$ cat src/rtl/ps_seq_pkg.sv
package ps_seq_pkg;
  typedef enum logic [2:0] {
    PH_IDLE      = 3'd0,
    PH_FLUSH     = 3'd1,
    PH_SHIFT_IN  = 3'd2,
    PH_APPLY     = 3'd3,
    PH_SHIFT_OUT = 3'd4,
    PH_DONE      = 3'd5
  } phase_e;

  function automatic int session_len(int n_sff, int n_vec);
    return (n_vec + 2) * n_sff + n_vec + 4;
  endfunction
endpackage

$ cat src/rtl/ps_vec_rom.sv
module ps_vec_rom #(
  parameter int N_SFF = 4,
  parameter int N_VEC = 3,
  parameter int PI_W  = 4,
  parameter int VI_W  = 2,
  parameter logic [N_VEC*N_SFF-1:0] SCAN_WORDS = '0,
  parameter logic [N_VEC*PI_W-1:0]  PI_WORDS   = '0
) (
  input  logic [VI_W-1:0]  addr,
  output logic [N_SFF-1:0] scan_word,
  output logic [PI_W-1:0]  pi_word
);
  localparam int DEPTH = 1 << VI_W;

  logic [N_SFF-1:0] scan_mem [DEPTH];
  logic [PI_W-1:0]  pi_mem   [DEPTH];

  for (genvar v = 0; v < DEPTH; v++) begin : g_entry
    if (v < N_VEC) begin : g_used
      assign scan_mem[v] = SCAN_WORDS[v*N_SFF +: N_SFF];
      assign pi_mem[v]   = PI_WORDS[v*PI_W +: PI_W];
    end else begin : g_pad
      assign scan_mem[v] = '0;
      assign pi_mem[v]   = '0;
    end
  end

  assign scan_word = scan_mem[addr];
  assign pi_word   = pi_mem[addr];
endmodule

$ cat src/rtl/ps_phase_fsm.sv
module ps_phase_fsm
  import ps_seq_pkg::*;
#(
  parameter int N_SFF = 4,
  parameter int N_VEC = 3,
  parameter int BC_W  = 4,
  parameter int VI_W  = 2
) (
  input  logic            clk,
  input  logic            rst_n,
  input  logic            start,
  output phase_e          phase,
  output logic [BC_W-1:0] bit_cnt,
  output logic [VI_W-1:0] vec_idx,
  output logic            launch
);
  localparam logic [BC_W-1:0] FLUSH_LAST = BC_W'(N_SFF + 3);
  localparam logic [BC_W-1:0] SHIFT_LAST = BC_W'(N_SFF - 1);
  localparam logic [VI_W-1:0] VEC_LAST   = VI_W'(N_VEC - 1);

  assign launch = start && (phase == PH_IDLE || phase == PH_DONE);

  always_ff @(posedge clk) begin
    if (!rst_n) begin
      phase   <= PH_IDLE;
      bit_cnt <= '0;
      vec_idx <= '0;
    end else begin
      unique case (phase)
        PH_IDLE, PH_DONE: begin
          if (launch) begin
            phase   <= PH_FLUSH;
            bit_cnt <= '0;
            vec_idx <= '0;
          end
        end
        PH_FLUSH: begin
          if (bit_cnt == FLUSH_LAST) begin
            phase   <= PH_SHIFT_IN;
            bit_cnt <= '0;
          end else begin
            bit_cnt <= bit_cnt + BC_W'(1);
          end
        end
        PH_SHIFT_IN: begin
          if (bit_cnt == SHIFT_LAST) begin
            phase   <= PH_APPLY;
            bit_cnt <= '0;
          end else begin
            bit_cnt <= bit_cnt + BC_W'(1);
          end
        end
        PH_APPLY: begin
          bit_cnt <= '0;
          if (vec_idx == VEC_LAST) begin
            phase <= PH_SHIFT_OUT;
          end else begin
            phase   <= PH_SHIFT_IN;
            vec_idx <= vec_idx + VI_W'(1);
          end
        end
        PH_SHIFT_OUT: begin
          if (bit_cnt == SHIFT_LAST) begin
            phase   <= PH_DONE;
            bit_cnt <= '0;
          end else begin
            bit_cnt <= bit_cnt + BC_W'(1);
          end
        end
        default: phase <= PH_IDLE;
      endcase
    end
  end
endmodule

$ cat src/rtl/ps_clock_tally.sv
module ps_clock_tally #(
  parameter int CNT_W = 5
) (
  input  logic             clk,
  input  logic             rst_n,
  input  logic             clr,
  input  logic             inc,
  output logic [CNT_W-1:0] count
);
  always_ff @(posedge clk) begin
    if (!rst_n)   count <= '0;
    else if (clr) count <= '0;
    else if (inc) count <= count + CNT_W'(1);
  end
endmodule

$ cat src/rtl/partial_scan_seq.sv
module partial_scan_seq
  import ps_seq_pkg::*;
#(
  parameter int N_SFF = 4,
  parameter int N_VEC = 3,
  parameter int PI_W  = 4,
  parameter logic [N_VEC*N_SFF-1:0] SCAN_WORDS = 12'hA5C,
  parameter logic [N_VEC*PI_W-1:0]  PI_WORDS   = 12'h396,
  parameter int CNT_W = $clog2(session_len(N_SFF, N_VEC) + 1)
) (
  input  logic             clk,
  input  logic             rst_n,
  input  logic             start,
  output logic             tc,
  output logic             scan_clk_en,
  output logic             func_clk_en,
  output logic             scan_data,
  output logic [PI_W-1:0]  pi_vec,
  output logic             busy,
  output logic             done,
  output logic [CNT_W-1:0] clk_count
);
  localparam int BC_W = $clog2(N_SFF + 4) + 1;
  localparam int VI_W = (N_VEC > 1) ? $clog2(N_VEC) : 1;

  phase_e           phase;
  logic [BC_W-1:0]  bit_cnt;
  logic [VI_W-1:0]  vec_idx;
  logic             launch;
  logic [N_SFF-1:0] scan_word;
  logic [PI_W-1:0]  pi_word;
  logic             word_bit;

  ps_phase_fsm #(.N_SFF(N_SFF), .N_VEC(N_VEC), .BC_W(BC_W), .VI_W(VI_W)) u_fsm (
    .clk(clk), .rst_n(rst_n), .start(start),
    .phase(phase), .bit_cnt(bit_cnt), .vec_idx(vec_idx), .launch(launch)
  );

  ps_vec_rom #(
    .N_SFF(N_SFF), .N_VEC(N_VEC), .PI_W(PI_W), .VI_W(VI_W),
    .SCAN_WORDS(SCAN_WORDS), .PI_WORDS(PI_WORDS)
  ) u_rom (
    .addr(vec_idx), .scan_word(scan_word), .pi_word(pi_word)
  );

  ps_clock_tally #(.CNT_W(CNT_W)) u_tally (
    .clk(clk), .rst_n(rst_n), .clr(launch), .inc(busy), .count(clk_count)
  );

  // MSB-first bit select driven by the shift position
  always_comb begin
    word_bit = 1'b0;
    for (int i = 0; i < N_SFF; i++) begin
      if (bit_cnt == BC_W'(N_SFF - 1 - i)) word_bit = scan_word[i];
    end
  end

  always_comb begin
    busy        = (phase == PH_FLUSH) || (phase == PH_SHIFT_IN) ||
                  (phase == PH_APPLY) || (phase == PH_SHIFT_OUT);
    done        = (phase == PH_DONE);
    tc          = busy && (phase != PH_APPLY);
    scan_clk_en = busy;
    func_clk_en = (phase == PH_APPLY);
    pi_vec      = (phase == PH_APPLY) ? pi_word : '0;
    unique case (phase)
      PH_FLUSH:    scan_data = bit_cnt[1];
      PH_SHIFT_IN: scan_data = word_bit;
      default:     scan_data = 1'b0;
    endcase
  end
endmodule

$ cat config.mk
export PLATFORM = sky130hd
export DESIGN_NAME = partial_scan_seq
export DESIGN_NICKNAME = d
export VERILOG_FILES = /design/src/rtl/ps_seq_pkg.sv /design/src/rtl/ps_vec_rom.sv /design/src/rtl/ps_phase_fsm.sv /design/src/rtl/ps_clock_tally.sv /design/src/rtl/partial_scan_seq.sv
export SDC_FILE = /design/constraint.sdc
export NUM_CORES = 1
export LEC_CHECK = 0
export BUFFER_PORTS_ARGS = -buffer_cell sky130_fd_sc_hd__buf_4
export CORE_ASPECT_RATIO = 1.2
export CORE_UTILIZATION = 60
export DETAILED_ROUTE_END_ITERATION = 6
export HOLD_SLACK_MARGIN = 0.05
export PLACE_DENSITY = 0.84
export SLEW_MARGIN = 20
export SYNTH_ARGS = -nofsm -noshare
export SYNTH_HDL_FRONTEND = slang
export SYNTH_SLANG_ARGS = --single-unit
$ cat constraint.sdc
create_clock -name clk -period 2.6 [get_ports clk]
set_clock_uncertainty 0.1 [all_clocks]
set_input_delay 0.13 -clock clk [delete_from_list [all_inputs] [get_ports clk]]
set_output_delay 0.13 -clock clk [all_outputs]
set_load 0.03 [all_outputs]
== Yosys cells after proc, flatten, opt, wreduce, memory -nomap -nowiden ==
Index checks and enable logic that the tools add are counted.

* Register bits after elaboration: 14
* Bits of input ports: 3
* Output and inout bits: 15
* Word-level logic and storage cells: 67

* $add $sub $neg: 3
* Magnitude comparators: 1
* Equal/unequal tests: 16
* Mux-type cells: 25
* Bitwise operators: 2
* Reduce and logical (&&, ||, !) cells: 16

{| class="wikitable"
|+ Operators with widths
! operator !! count
|-
| $mux W4 || 8
|-
| $bmux W4 S2 || 2
|-
| $pmux W4 S4 || 1
|-
| $mux W3 || 5
|-
| $pmux W3 S5 || 1
|-
| $eq A4 B2 Y1 const B || 2
|-
| $ne A2 B2 Y1 const B || 4
|-
| $eq A3 B2 Y1 const B || 2
|-
| $eq A3 B3 Y1 const B || 2
|-
| $reduce_or A2 Y1 || 3
|-
| $add A5 B1 Y5 const B || 1
|-
| $add A4 B1 Y4 const B || 1
|-
| $eq A4 B1 Y1 const B || 1
|-
| $eq A4 B3 Y1 const B || 1
|-
| $logic_not A4 Y1 || 1
|-
| $logic_or A1 B1 Y1 || 4
|-
| $mux W1 || 4
|-
| $mux W2 || 2
|-
| $pmux W2 S2 || 1
|-
| $reduce_and A4 Y1 || 1
|-
| $reduce_bool A4 Y1 || 1
|-
| $eq A3 B1 Y1 const B || 1
|-
| $ge A3 B3 Y1 const B || 1
|-
| $logic_not A3 Y1 || 1
|-
| 11 further kinds || 12
|}

== Logic depth before layout (Yosys ltp) ==
Gate-level depths: netlist of the first run.

* Word-level depth: 9
* Mapped depth: 6

== By module ==
A second synthesis of the first run with hierarchy kept.

* Cell total of the unflattened synthesis: 130
* Area, all modules: 1,091.0 µm²

{| class="wikitable"
|+ By module, submodules not included
! module !! times used !! cells an instance !! area each (µm²)
|-
| ps_phase_fsm || 1 || 81 || 649.4
|-
| ps_clock_tally || 1 || 23 || 239.0
|-
| partial_scan_seq || 1 || 18 || 136.4
|-
| ps_vec_rom || 1 || 8 || 66.3
|}

== Worst setup path before layout of the first run ==
OpenSTA, ideal clock, no wires.

* Kind: register to register
* Start point: register u_fsm.phase[2]
* End point: register u_fsm.bit_cnt[1]
* Library setup time: 0.072 ns
* Arrival: 1.611 ns
* Path slack: 0.817 ns
* Cell stages (with the launch flop): 6
* Buffers on the path: 1
* Clock period less this slack: 1.783 ns
* Cell sequence: dfxtp_1 clkbuf_8 xnor2_1 o21ai_0 nand2_1 a21oi_1

* Word-level cells in the longest chain between the ends: 5
* Elaborated cells on any way between the ends: 14
* Classes of those cells: eq/ne: 6; mux: 1; reduce/logical: 7

{| class="wikitable"
|+ RTL lines
! what !! RTL line !! RTL
|-
| from (decl) || ps_phase_fsm.sv:12 || <nowiki>output phase_e phase,</nowiki>
|-
| from (signal assigned) || ps_phase_fsm.sv:25 || <nowiki>phase <= PH_IDLE;</nowiki>
|-
| from (signal assigned) || ps_phase_fsm.sv:32 || <nowiki>phase <= PH_FLUSH;</nowiki>
|-
| from (signal assigned) || ps_phase_fsm.sv:39 || <nowiki>phase <= PH_SHIFT_IN;</nowiki>
|-
| $eq A3 B3 Y1 or $logic_not A3 Y1 (tied branches) || ps_phase_fsm.sv:21, ps_phase_fsm.sv:29 ||
|-
| $logic_or A1 B1 Y1 || ps_phase_fsm.sv:21 || <nowiki>assign launch = start && (phase == PH_IDLE || phase == PH_DONE);</nowiki>
|-
| $logic_and A1 B1 Y1 || ps_phase_fsm.sv:21 ||
|-
| $ne A2 B2 Y1 (no line) || - ||
|-
| $reduce_and A2 Y1 (no line) || - ||
|-
| to (signal assigned) || ps_phase_fsm.sv:42 || <nowiki>bit_cnt <= bit_cnt + BC_W'(1);</nowiki>
|-
| to (signal assigned) || ps_phase_fsm.sv:50 || <nowiki>bit_cnt <= bit_cnt + BC_W'(1);</nowiki>
|-
| to (signal assigned) || ps_phase_fsm.sv:67 || <nowiki>bit_cnt <= bit_cnt + BC_W'(1);</nowiki>
|-
| to (decl) || ps_phase_fsm.sv:13 || <nowiki>output logic [BC_W-1:0] bit_cnt,</nowiki>
|}

Parallel ways exist; a longest one is shown, timed or not.
A chain may end at the register's enable or synchronous reset.

== Worst setup path after layout of the first run ==
* Start point: register u_fsm.phase[1]
* End point: output port scan_data

* Word-level cells in the longest chain between the ends: 2
* Elaborated cells on any way between the ends: 3
* Classes of those cells: eq/ne: 2; mux: 1

{| class="wikitable"
|+ RTL lines
! what !! RTL line !! RTL
|-
| $eq A3 B2 Y1 or $eq A3 B1 Y1 (tied branches) || partial_scan_seq.sv:66 || <nowiki>unique case (phase)</nowiki>
|-
| $pmux W1 S2 (*) || partial_scan_seq.sv:66 ||
|-
| to (decl) || partial_scan_seq.sv:17 || <nowiki>output logic scan_data,</nowiki>
|}

Mark *: on every way between the ends. The rest lies on a longest branch, timed or not.

==> results of run 1 <==
## power by group
group / total, mW / switching [mW] / internal [mW]
clock: 0.165 / 0.0792 / 0.0855
combinational: 0.243 / 0.137 / 0.106
sequential: 0.271 / 0.0418 / 0.230
total: 0.679 / 0.258 / 0.421
## area by class of cell
type,instances,area [sq um],area share
Timing Repair Buffer,18,138,0.110
Inverter,9,33.8,0.0270
Tap cell,18,22.5,0.0180
Clock buffer,4,36.3,0.0290
Multi-Input combinational cell,107,739,0.592
Sequential cell,14,280,0.224
## how the worst max path moves through the flow
stage                   start          endpoint  slack (ps)  cells past startpoint
6_report       u_fsm.phase[1]         scan_data         390                      4
5_1_grt        u_fsm.phase[1]         scan_data         300                      4
4_1_cts        u_fsm.phase[1]         scan_data         420                      4
3_5_place_dp   u_fsm.phase[0]    u_fsm.phase[1]         720                      4
3_3_place_gp   u_fsm.phase[2]  u_tally.count[4]         770                      4
2_1_floorplan  u_fsm.phase[2]  u_fsm.bit_cnt[1]         820                      5
## state kept, by name (all words and copies together) (netlist names)
| signal | cells |
|---|---|
| u_fsm.bit_cnt | 4 |
| u_tally.count | 5 |
| u_fsm.vec_idx | 2 |
| u_fsm.phase | 3 |
## cells by family (layout without fill, tap and decap cells)
group,count (synthesis),after routing,synth area share
XOR/XNOR,5,5,0.0450
AND/OR/NAND/NOR,52,52,0.266
AO/OA/AOI/OAI,41,41,0.242
multiplexers,1,1,0.00878
flip-flops,14,14,0.246
adder cells (fa/ha/maj),8,8,0.0878
buffers and inverters,18,31,0.105
## layer usage
| layer | share of wire | GRT usage | vias up | wire length [microns] |
|---|---|---|---|---|
| met2 | 0.51 | 0.411 | 27 | 1170 |
| met3 | 0.038 | 0.0220 | 3 | 88 |
| met4 | 0.014 | 0.0806 | 0 | 32 |
| met1 | 0.44 | 0.276 | 479 | 1000 |
| met5 | 0 | 0 | - | 0 |
| li1 | - | - | 522 | - |
## stage by stage
stage / area (sq um) / hold slack (ps) / instances / worst slack (ps)
3_3_place_gp: 1200 / 297 / 165 / 773
5_1_grt: 1250 / 245 / 170 / 296
4_1_cts: 1250 / 191 / 170 / 420
6_report: 1250 / 193 / 170 / 390
3_5_place_dp: 1200 / 300 / 165 / 718
2_1_floorplan: 1140 / 176 / 139 / 817
## layout by cell type (no fill, tap or decap), types with 8 or more instances in the layout
cell,n
nand2_1,11
o21ai_0,9
ha_1,8
inv_1,8
nor2_1,12
buf_4,17
dfxtp_1,14
a21oi_1,12
## critical path, cell delays in order (launching register included)
cell	delay, ps
dfxtp_1	760
nor3b_1	430
nand2_1	100
o22ai_1	200
buf_4	190
==> out/metrics.cfg, run 1 <==
[final_layout]
n_fill_cell = 148
area_delta_synth_final_pct = 9.66
diodes = 0
final_nets = 164
drive_above_1_share = 0.184
fin_util = 0.735

[drt]
drt_first_pass_iters = 4
via_per_inst = 6.06
routedWlPerCell_microns = 13.5
routed_wirelength_mm = 2.30
vias = 1031
ant_nets = 0
drtIter0Drc = 35
drc_errors = 0

[floorplan]
die_x_microns = 41.8
num_rows = 16
die_area_sq_um = 2080
fp.dieH_microns = 49.7
core_area_sq_um = 1700
io_pins = 18
start_util = 0.670

[clocking]
htree_levels = 1
clk_pin_slew_ps = 90
clock-root-buffer = clkbuf_4
numClockSinks = 14
clk_latency_ps = 290
cts_tree = done
cts_resized = 0
numCtsBuffers = 3
cts_setup_buffers = 0
cts.path.max_buffers = 2
hold_buffers = 1

[power]
leakagePower_nw = 0.512
finalPower_mw = 0.679
ir_drop_mv = 0.506
power_density_nw_per_um2 = 544

[min_path]
hold_path.class = input port to flop
hold_depth = 4
min_to = u_fsm.bit_cnt[1]
min-delay-start = start

[setup_path]
path_max_fanout = 23
r2r_slack_ps = 680
r2r_cells = 4
timing.rr.end = u_tally.count[1]
setup.worst_path.start_class = flop
cp-end-kind = primary output
cp_data_arrival_time_ps = 1980
required_ps = 2370
path_class = flop to primary output
r2r_start = u_fsm.phase[2]

[timing]
period_share = 0.850
setup_tns_ps = 0
rsz0062_at_grt = false
slew_violations = 0
relSlewSlack = 0.489
hold_viol_final = 0
timing.final.crit_period_ps = 2210
max_freq_ghz = 0.452
setup_violations = 0
tightest_slew_ps = 765

[logic_synthesis]
synth_seq_cells = 14
synth_area_leaders = dfxtp_1 25%, ha_1 8.8%, a21oi_1 5.3%
ys_warn_count = 0
netlist_area_sq_um = 1140
synth_common_cells = 14 x dfxtp_1, 12 x a21oi_1, 12 x nor2_1
syn_nets = 150
synth_most_common_cell = dfxtp_1
synthCells = 139
ys_async_sr_fraction = 0
synth-edff-count = 0
ys_types = 45
synth_top_cell_by_area = dfxtp_1
ys.flop_type = dfxtp_1
synth_top_area_frac = 0.246
ys_seq_area_frac = 0.246
avgSynthCellArea_sq_um = 8.20

[outcome]
outcome = complete, no violations

[global_routing]
grt_pass1_wl_mm = 3.75
grt_pass1_vias = 883
grt_max_degree = 26
grt-ovfl-total = 0
groute.usage.overall = 0.228
antenna_found_initial = 0

[place]
dp_hpwl_mm = 1.66
globalplace.congestion = 0.883
io_buffers = 17

[flow_run]
drv_cap = 0

Note: power is estimated with default switching activity, not from simulation.
==> inputs of run 2 (changes only) <==
--- a/config.mk
+++ b/config.mk
@@ -7,10 +7,10 @@
 export LEC_CHECK = 0
 export BUFFER_PORTS_ARGS = -buffer_cell sky130_fd_sc_hd__buf_4
 export CORE_ASPECT_RATIO = 1.2
-export CORE_UTILIZATION = 60
+export CORE_UTILIZATION = 50
 export DETAILED_ROUTE_END_ITERATION = 6
 export HOLD_SLACK_MARGIN = 0.05
-export PLACE_DENSITY = 0.84
+export PLACE_DENSITY = 0.75
 export SLEW_MARGIN = 20
 export SYNTH_ARGS = -nofsm -noshare
 export SYNTH_HDL_FRONTEND = slang
==> constraint.sdc (replaced) <==
create_clock -name clk -period 1.8 [get_ports clk]
set_clock_uncertainty 0.1 [all_clocks]
set_input_delay 0.09 -clock clk [delete_from_list [all_inputs] [get_ports clk]]
set_output_delay 0.09 -clock clk [all_outputs]
set_load 0.03 [all_outputs]
==> run 2 against run 1 <==
Compared with the run above:
- setup slack worse by 330 ps
- sequential power grew 39%
- clock power is 38% higher
- worst hold slack worse by 22 ps
- final area up 8.2%
- via count grew 3.3%
- die area increased by 19%
- clock-buffer cell count unchanged
- critical path type unchanged
- largest cell class unchanged
- highest routed layer unchanged
==> out/metrics.cfg, run 2 (synthesis gave the netlist of run 1 again) <==
[min_path]
hold_depth = 4  ; unchanged
hold_path.class = input port to flop  ; unchanged

[floorplan]
die_area_sq_um = 2480  ; was 2080 sq um
start_util = 0.544  ; was 0.670
num_rows = 18  ; was 16
fp.dieH_microns = 54.3  ; was 49.7 microns
core_area_sq_um = 2090  ; was 1700 sq um
die_x_microns = 45.6  ; was 41.8 microns
io_pins = 18  ; unchanged

[global_routing]
grt_pass1_vias = 955  ; was 883
groute.usage.overall = 0.219  ; was 0.228
grt-ovfl-total = 0  ; unchanged
grt_max_degree = 19  ; was 26
grt_pass1_wl_mm = 3.99  ; was 3.75 mm
antenna_found_initial = 0  ; unchanged

[place]
dp_hpwl_mm = 1.88  ; was 1.66 mm
globalplace.congestion = 0.865  ; was 0.883
dpl_cell_area_sq_um = 1280  ; was 1200 sq um
placed_cells = 185  ; was 165
io_buffers = 17  ; unchanged

[setup_path]
r2r_cells = 5  ; was 4
path_class = flop to primary output  ; unchanged
setup.worst_path.start_class = flop  ; unchanged
path_max_fanout = 12  ; was 23
cp-end-kind = primary output  ; unchanged
required_ps = 1610  ; was 2370 ps
crit_chain = buf_4, nor3b_1, nand2_1, o22ai_1, buf_4  ; was nor3b_1, nand2_1, o22ai_1, buf_4
max_stage_delay_ps = 380  ; was 760 ps
cp_data_arrival_time_ps = 1550  ; was 1980 ps
cpMostUsedCell = buf_4
r2r_slack_ps = 190  ; was 680 ps
crit_slowest_cell = dfxtp_2  ; was dfxtp_1

[final_layout]
diodes = 0  ; unchanged
drive_above_1_share = 0.275  ; was 0.184
largest_register = u_tally.count  ; unchanged
final_cell_mix = 25 x buf_4, 12 x a21oi_1, 12 x nor2_1, 11 x nand2_1  ; was 17 x buf_4, 14 x dfxtp_1, 12 x a21oi_1, 12 x nor2_1, 11 x nand2_1
area_delta_synth_final_pct = 18.7  ; was 9.66%
ff_latch_area_sq_um = 293  ; was 280 sq um
top_regs = u_tally.count: 5 flops, u_fsm.bit_cnt: 4 flops, u_fsm.phase: 3 flops  ; unchanged
fin_util = 0.646  ; was 0.735
multi_input_area_sq_um = 754  ; was 739 sq um
final_nets = 172  ; was 164
largest_register_ffs = 5  ; unchanged
final_common_cell = buf_4  ; unchanged
fin_cells = 190  ; was 170
design_area_sq_um = 1350  ; was 1250 sq um
n_fill_cell = 178  ; was 148

[power]
leakagePower_nw = 0.557  ; was 0.512 nW
ir_drop_mv = 0.436  ; was 0.506 mV
power_density_nw_per_um2 = 742  ; was 544 nW/um^2

[clocking]
clk_pin_slew_ps = 90  ; about the same
numClockSinks = 14  ; unchanged
cts.path.max_buffers = 2  ; unchanged
htree_levels = 1  ; unchanged
clock-root-buffer = clkbuf_4  ; unchanged
numCtsBuffers = 3  ; unchanged
cts_tree = done  ; unchanged
clk_latency_ps = 280  ; was 290 ps

[timing]
setup_tns_ps = 0  ; unchanged
setup_violations = 0  ; unchanged
period_share = 0.967
slew_violations = 0  ; unchanged
hold_viol_final = 0  ; unchanged
whs_ps = 172  ; was 193 ps
relSlewSlack = 0.718  ; was 0.489
tightest_slew_ps = 419  ; was 765 ps
rsz0062_at_grt = true  ; was false
max_freq_ghz = 0.574
timing.final.crit_period_ps = 1740

[drt]
drtIter0Drc = 29  ; was 35
routed_wirelength_mm = 2.45  ; was 2.30 mm
via_per_inst = 5.61  ; was 6.06
ant_nets = 0  ; unchanged
vias = 1065  ; was 1,031
drc_errors = 0  ; unchanged
routedWlPerCell_microns = 12.9  ; was 13.5 microns
drt_first_pass_iters = 4  ; unchanged

[flow_run]
drv_cap = 0  ; unchanged

[outcome]
outcome = complete, no violations  ; unchanged

run 2: cell types whose count changed in the layout (fill, tap and decap cells not counted), moves of 2 or more:
cell and change:
dfxtp_1 -6, dfxtp_2 +4, buf_4 +8, dfxtp_4 +2
ha_1 -2
run 2: power by group:
group / switching (mW) / leakage, nW / internal, mW
registers: 0.0406 / 0.117 / 0.336
clock network: 0.105 / 0.0210 / 0.123
logic: 0.225 / 0.419 / 0.175
run 2: cell type report:
cell class,count,share of cell area
Tap cell,30,0.0278
Multi-Input combinational cell,107,0.558
Clock buffer,4,0.0268
Timing Repair Buffer,26,0.146
Sequential cell,14,0.216
Inverter,9,0.0250
run 2: final timing paths:
| check | end | start |
|---|---|---|
| setup / recovery | scan_data | u_fsm.phase[0] |
| hold / removal | u_fsm.bit_cnt[1] | start |
| setup reg to reg | u_fsm.bit_cnt[0] | u_fsm.bit_cnt[0] |
| hold reg to reg | u_tally.count[4] | u_tally.count[4] |
run 2: stage by stage:
| stage | setup WS, ps | power, mW |
|---|---|---|
| CTS | 17.4 | 1.01 |
| global placement | 148 | 0.762 |
| detailed placement | 63.9 | 0.773 |
| finish | 59.0 | 1.00 |
| floorplan | 16.9 | 0.682 |
| global route | -31.1 | 1.07 |
run 2: what timing repair did:
item                                   4_1_cts  5_1_grt
resized for setup                            4        9
endpoints found under the hold margin        2        0
setup buffers                                0        0
pin swaps                                    0        0
setup endpoints to repair                    4        4
hold buffers                                 1        0
run 2: critical path, delay by kind of cell (launching register included):
| family | cells | cell delay (ps) |
|---|---|---|
| buffers and inverters | 2 | 370 |
| AND/OR/NAND/NOR | 2 | 350 |
| flip-flops | 1 | 380 |
| AO/OA/AOI/OAI | 1 | 160 |
run 2: layer usage:
layer / vias up / track usage / wire length [microns]
met2: 23 / 0.424 / 1260
met1: 500 / 0.237 / 1080
met3: 4 / 0.0297 / 85
met4: 0 / 0.0758 / 23
li1: 538 / - / -
met5: - / 0 / 0
